===== config.mk =====
export PLATFORM = sky130hd
export DESIGN_NAME = rx_var_accum
export DESIGN_NICKNAME = d
export VERILOG_FILES = /design/src/rtl/rxv_pkg.sv /design/src/rtl/rxv_win_timer.sv /design/src/rtl/rxv_sq_accum.sv /design/src/rtl/rxv_rd_pair.sv /design/src/rtl/rx_var_accum.sv
export SDC_FILE = /design/constraint.sdc
export NUM_CORES = 1
export LEC_CHECK = 0
export BUFFER_PORTS_ARGS = -buffer_cell sky130_fd_sc_hd__buf_2
export CORE_UTILIZATION = 45
export DETAILED_ROUTE_END_ITERATION = 12
export GPL_ROUTABILITY_DRIVEN = 0
export MAX_ROUTING_LAYER = met4
export PLACE_DENSITY = 0.62
export SLEW_MARGIN = 40
export SYNTH_ARGS = -nofsm -noshare
export SYNTH_HDL_FRONTEND = slang
export SYNTH_SLANG_ARGS = --single-unit

===== constraint.sdc =====
create_clock -name clk -period 3.2 [get_ports clk]
set_clock_uncertainty 0.15 [all_clocks]
set_input_delay 0.32 -clock clk [delete_from_list [all_inputs] [get_ports clk]]
set_output_delay 0.32 -clock clk [all_outputs]
set_load 0.02 [all_outputs]

===== src/rtl/rxv_pkg.sv =====
package rxv_pkg;
    typedef enum logic {W_IDLE, W_RUN} win_state_t;
    typedef enum logic {RD_LO, RD_HI} rd_state_t;

    localparam int TICK_CW = 4;

    // window length in ticks: 2, 4, 6, 8
    function automatic logic [TICK_CW-1:0] win_ticks(input logic [1:0] sel);
        return {1'b0, sel, 1'b0} + TICK_CW'(2);
    endfunction
endpackage


===== src/rtl/rxv_win_timer.sv =====
module rxv_win_timer
    import rxv_pkg::*;
(
    input  logic       clk,
    input  logic       rst_n,
    input  logic       link_ok,
    input  logic       en,
    input  logic [1:0] win_sel,
    input  logic       restart,
    input  logic       tick,
    output logic       run,
    output logic       done
);
    win_state_t           st_q, st_nx;
    logic [TICK_CW-1:0]   cnt_q, tgt_q;
    logic                 abort;

    assign abort = !link_ok || !en || restart;

    always_comb begin
        st_nx = st_q;
        unique case (st_q)
            W_IDLE: if (!abort) st_nx = W_RUN;     // start
            W_RUN:  if (abort)  st_nx = W_IDLE;    // abort
        endcase
    end

    always_ff @(posedge clk or negedge rst_n) begin
        if (!rst_n) st_q <= W_IDLE;
        else        st_q <= st_nx;
    end

    // outputs: wrap pulse on the final tick of a window
    always_comb begin
        run  = (st_q == W_RUN);
        done = run && !abort && tick && (cnt_q == tgt_q - TICK_CW'(1));
    end

    always_ff @(posedge clk or negedge rst_n) begin
        if (!rst_n) begin
            cnt_q <= '0;
            tgt_q <= TICK_CW'(2);
        end else if (st_q == W_IDLE) begin
            cnt_q <= '0;
            tgt_q <= win_ticks(win_sel);
        end else if (done) begin
            cnt_q <= '0;
        end else if (tick) begin
            cnt_q <= cnt_q + TICK_CW'(1);
        end
    end

    a_r2_cnt_below_target: assert property (@(posedge clk) disable iff (!rst_n)
        run |-> (cnt_q < tgt_q));
    a_r2_target_legal: assert property (@(posedge clk) disable iff (!rst_n)
        run |-> (tgt_q == 4'd2 || tgt_q == 4'd4 || tgt_q == 4'd6 || tgt_q == 4'd8));
    a_r6_link_abort: assert property (@(posedge clk) disable iff (!rst_n)
        (run && !link_ok) |=> !run);
    a_r11_restart_abort: assert property (@(posedge clk) disable iff (!rst_n)
        (run && restart) |=> !run);
endmodule


===== src/rtl/rxv_sq_accum.sv =====
module rxv_sq_accum #(
    parameter int SW = 16,
    parameter int AW = 32
) (
    input  logic                 clk,
    input  logic                 rst_n,
    input  logic                 run,
    input  logic                 done,
    input  logic                 smp_vld,
    input  logic signed [SW-1:0] smp,
    input  logic                 clr_ready,
    output logic [AW-1:0]        hold,
    output logic                 ready
);
    localparam int SQW = 2 * SW;
    localparam int EW  = ((AW > SQW) ? AW : SQW) + 1;

    logic [AW-1:0]          acc_q, acc_add, hold_q;
    logic                   ready_q;
    logic signed [SQW-1:0]  prod;
    logic [EW-1:0]          sum;
    logic                   publish;

    always_comb begin
        prod    = smp * smp;
        sum     = EW'(acc_q) + EW'($unsigned(prod));
        acc_add = acc_q;
        if (run && smp_vld)
            acc_add = (sum > EW'({AW{1'b1}})) ? {AW{1'b1}} : sum[AW-1:0];
        publish = done && !ready_q;
    end

    always_ff @(posedge clk or negedge rst_n) begin
        if (!rst_n) begin
            acc_q   <= '0;
            hold_q  <= '0;
            ready_q <= 1'b0;
        end else begin
            acc_q <= (!run || done) ? '0 : acc_add;
            if (publish) hold_q <= acc_add;
            if (publish)        ready_q <= 1'b1;
            else if (clr_ready) ready_q <= 1'b0;
        end
    end

    assign hold  = hold_q;
    assign ready = ready_q;

    a_r4_no_wrap: assert property (@(posedge clk) disable iff (!rst_n)
        (run && !done) |=> (!run || acc_q >= $past(acc_q)));
    a_r8_hold_kept: assert property (@(posedge clk) disable iff (!rst_n)
        (ready_q && !clr_ready) |=> (ready_q && $stable(hold_q)));
    a_r6_no_publish_idle: assert property (@(posedge clk) disable iff (!rst_n)
        !run |=> $stable(hold_q));
    a_r10_clear: assert property (@(posedge clk) disable iff (!rst_n)
        (clr_ready && !done) |=> !ready_q);
endmodule


===== src/rtl/rxv_rd_pair.sv =====
module rxv_rd_pair
    import rxv_pkg::*;
#(
    parameter int DW = 16
) (
    input  logic            clk,
    input  logic            rst_n,
    input  logic            rd,
    input  logic [2*DW-1:0] hold,
    output logic [DW-1:0]   data,
    output logic            clr_ready
);
    rd_state_t     st_q, st_nx;
    logic [DW-1:0] shadow_q;

    always_comb begin
        st_nx = st_q;
        unique case (st_q)
            RD_LO: if (rd) st_nx = RD_HI;   // take_low
            RD_HI: if (rd) st_nx = RD_LO;   // take_high
        endcase
    end

    always_ff @(posedge clk or negedge rst_n) begin
        if (!rst_n) begin
            st_q     <= RD_LO;
            shadow_q <= '0;
        end else begin
            st_q <= st_nx;
            if (st_q == RD_LO && rd) shadow_q <= hold[2*DW-1:DW];
        end
    end

    always_comb begin
        data      = (st_q == RD_HI) ? shadow_q : hold[DW-1:0];
        clr_ready = (st_q == RD_HI) && rd;
    end

    a_r9_shadow_snap: assert property (@(posedge clk) disable iff (!rst_n)
        (st_q == RD_LO && rd) |=> (st_q == RD_HI && shadow_q == $past(hold[2*DW-1:DW])));
    a_r9_shadow_hold: assert property (@(posedge clk) disable iff (!rst_n)
        (st_q == RD_HI && !rd) |=> (st_q == RD_HI && $stable(shadow_q)));
endmodule


===== src/rtl/rx_var_accum.sv =====
module rx_var_accum
    import rxv_pkg::*;
#(
    parameter int SW = 16,
    parameter int DW = 16
) (
    input  logic                 clk,
    input  logic                 rst_n,
    input  logic                 link_ok,
    input  logic                 tick_ms,
    input  logic                 err_vld,
    input  logic signed [SW-1:0] err_smp,
    input  logic                 ctl_wr,
    input  logic                 ctl_en,
    input  logic [1:0]           ctl_win,
    input  logic                 dat_rd,
    output logic [DW-1:0]        dat_out,
    output logic                 res_ready
);
    localparam int AW = 2 * DW;

    logic          en_q;
    logic [1:0]    win_q;
    logic          run, done, clr_ready;
    logic [AW-1:0] hold;

    always_ff @(posedge clk or negedge rst_n) begin
        if (!rst_n) begin
            en_q  <= 1'b0;
            win_q <= 2'b00;
        end else if (ctl_wr) begin
            en_q  <= ctl_en;
            win_q <= ctl_win;
        end
    end

    rxv_win_timer u_timer (
        .clk     (clk),
        .rst_n   (rst_n),
        .link_ok (link_ok),
        .en      (en_q),
        .win_sel (win_q),
        .restart (ctl_wr),
        .tick    (tick_ms),
        .run     (run),
        .done    (done)
    );

    rxv_sq_accum #(.SW(SW), .AW(AW)) u_accum (
        .clk       (clk),
        .rst_n     (rst_n),
        .run       (run),
        .done      (done),
        .smp_vld   (err_vld),
        .smp       (err_smp),
        .clr_ready (clr_ready),
        .hold      (hold),
        .ready     (res_ready)
    );

    rxv_rd_pair #(.DW(DW)) u_rd (
        .clk       (clk),
        .rst_n     (rst_n),
        .rd        (dat_rd),
        .hold      (hold),
        .data      (dat_out),
        .clr_ready (clr_ready)
    );

    a_r7_idle_when_disabled: assert property (@(posedge clk) disable iff (!rst_n)
        !en_q |-> !run);
endmodule


==> run metrics <==
Hold Violations, Final=0; FP Rows=65; largest net degree at the start of global routing=57; Routed WL=35900 µm; DR vias=11.9k; worst skew pair latency=0.34 ns; antenna-violating nets left=0; Post-synth ARST share=100%; CTS sink cnt=93; Commonest cells post-synth=inv_1 (342), fa_1 (238), nand2_1 (137), ha_1 (126), nor2_1 (115); setup tns final=-258.24 ns; initial antenna violation count=2; Initial DRT Pass Iterations=5; ranking of synthesized cells by area=fa_1 (33%), dfrtp_1 (16%), ha_1 (11%); DRT iter0 DRCs=580; Crit path buffers/inverters=7; fin. max-slew vios=0; Top FF cell, synth=dfrtp_1; Slew HR=46.5%; failing checks=setup timing; port bufs=42; number of flops mapped to enable cells by yosys=0; Synthesized Nets=1962; Tcrit/Tclk final=228%; Die Span X=182 µm; vias in the first global route=12.7k; drt via density=5.12; first-pass GRT wire length=60000 µm; Synth Instances=1572; number of fillers in the final layout=2622; Slew @ Worst Pin=0.803 ns; Seq cells post-synth=93; CP required=3.27 ns; Core Area=31600 µm²; CP Launch Type=primary input; CP arrival=7.38 ns; Crit. End Element=flip-flop; critical path class=primary input to flip-flop; final setup vio count=64; hpwl dp=29700 µm; RSZ-0062 raised after global routing=true; CP Max Fanout=7; max-cap violations=0; Wirelength per Cell=15.4 µm; share of cells above drive strength 1=33.7%; DRC violations left=0; top-area cell type share of the netlist area=32.8%; area leader, netlist=fa_1; fin nets=2306; CP top delay family=adder cells; Initial Utilization=45.9%; Die ar.=33000 µm²; htree depth=3; clock-pin slew of the registers on the worst-case setup and hold paths=0.07 ns; Crit path largest cell delay=0.56 ns; CP most frequent cell=fa_1; Syn. warnings=0; hold crit path type=primary input to flip-flop; Clock Path Buffers=2; fin area=19200 µm²; placed cell area=17800 µm²; f_max=137 MHz; status=complete, but fails checks; distinct cell type count after synthesis=64; Synth Area per Inst=9.23 µm²; final period demand of the worst path=7.31 ns; dominant cell by count in the synthesized netlist=inv_1; area grow syn2layout=32.4%; CTS tree=built; worst setup margin=-4.11 ns; CTS Root Cell=clkbuf_16; grt ovf=0; io pins=43; Tot GR Track Use=23.4%; DIE HEIGHT=182 µm; Final Core Density=60.7%; Seq/Total Area, Yosys=16.0%; Inserted Clock Buffers=9; Synth Cell Area=14500 µm²; CP max-delay cell=fa_2
## path summary, 6_finish.rpt
check / cells after the start / slack, ns / from / endpoint
worst max-delay path: 31 / -4.11 / err_smp[4] / u_accum.hold[15]
worst min register to register: 1 / 0.29 / win_q[0] / u_timer.tgt_q[1]
max in group asynchronous: 3 / 1.72 / rst_n / u_accum.acc_q[10]
min in group asynchronous: 2 / 0.43 / rst_n / win_q[0]
worst min-delay path: 2 / 0.06 / ctl_win[0] / win_q[0]
worst max register to register: 11 / 0.06 / u_accum.acc_q[0] / u_accum.hold[26]
## final cells by class
| class | instances | area, µm² | share of cell area, % |
|---|---|---|---|
| Clock inverter | 3 | 43.8 | 0.228 |
| Antenna cell | 2 | 5.00 | 0.0261 |
| Clock buffer | 13 | 260 | 1.35 |
| Timing Repair Buffer | 383 | 3090 | 16.1 |
| Multi-Input combinational cell | 1086 | 11700 | 60.7 |
| Sequential cell | 93 | 2330 | 12.1 |
| Inverter | 343 | 1320 | 6.85 |
| Tap cell | 402 | 503 | 2.62 |
## stage by stage
stage | hold slack [ns] | worst slack (ns) | std cells
after floorplan | -0.126 | -4.11 | 1572
after global placement | 0.259 | -4.48 | 2281
after detailed placement | 0.268 | -4.65 | 2281
after CTS | 0.0524 | -4.10 | 2316
after global routing | 0.0645 | -4.36 | 2325
final | 0.0562 | -4.11 | 2325
## layer usage
layer / part of all wire [%] / track usage (%) / up-vias / routed length, µm
met4: 2.4 / 6.20 / 0 / 860
met1: 41 / 28.8 / 5998 / 14700
li1: - / - / 5646 / -
met5: 0 / - / - / 0
met3: 3.2 / 2.29 / 59 / 1150
met2: 53 / 41.0 / 208 / 19200
## what timing repair did
| item | 4_1_cts | 5_1_grt |
|---|---|---|
| hold endpoints to repair | 53 | 0 |
| pin swaps | 116 | 93 |
| buffers inserted | 15 | 9 |
| hold buffers | 1 | 0 |
| endpoints found under the setup margin | 64 | 64 |
| gates resized for setup | 147 | 89 |
| gates cloned | 3 | 0 |
## logic make-up (layout without fill, tap and decap cells)
family / Yosys count / count (layout) / synth area share (%)
buffers and inverters: 393 / 742 / 10.2
AND/OR/NAND/NOR: 388 / 388 / 12.1
adder cells (fa/ha/maj): 364 / 364 / 43.7
other: 0 / 2 / 0
flip-flops: 93 / 93 / 16.0
XOR/XNOR: 72 / 72 / 4.35
multiplexers: 41 / 41 / 3.16
AO/OA/AOI/OAI: 221 / 221 / 10.5
## flip-flops by register name, summed over array words and instances, names as in the netlist
| signal | cells |
|---|---|
| u_accum.acc_q | 32 |
| u_accum.hold | 32 |
| u_rd.shadow_q | 16 |
| u_timer.cnt_q | 4 |
| u_timer.tgt_q | 3 |
| win_q | 2 |
| en_q | 1 |
| u_accum.ready | 1 |
| u_rd.st_q | 1 |
| u_timer.run | 1 |
## cell usage in the layout (no fill, tap or decap), types with 10 or more instances in the layout
master   count
a21o_1      26
a21oi_1     35
a21oi_2     15
and2_1      23
and2_4      11
and3_1      10
buf_12      10
buf_2       25
buf_4      320
buf_6       21
dfrtp_1     92
fa_1       229
ha_1       116
inv_1      321
inv_2       17
mux2_2      38
nand2_1    120
nand2_2     15
nand3_1     12
nor2_1      83
nor2_4      25
nor3_1      10
nor3_2      25
o21ai_0     17
o21ai_1     13
o31ai_1     16
o31ai_2     10
xnor2_1     40
xor2_1      27
Power is not shown: default switching activity piles up to over one toggle a cycle in this logic, so the estimate is an artifact.
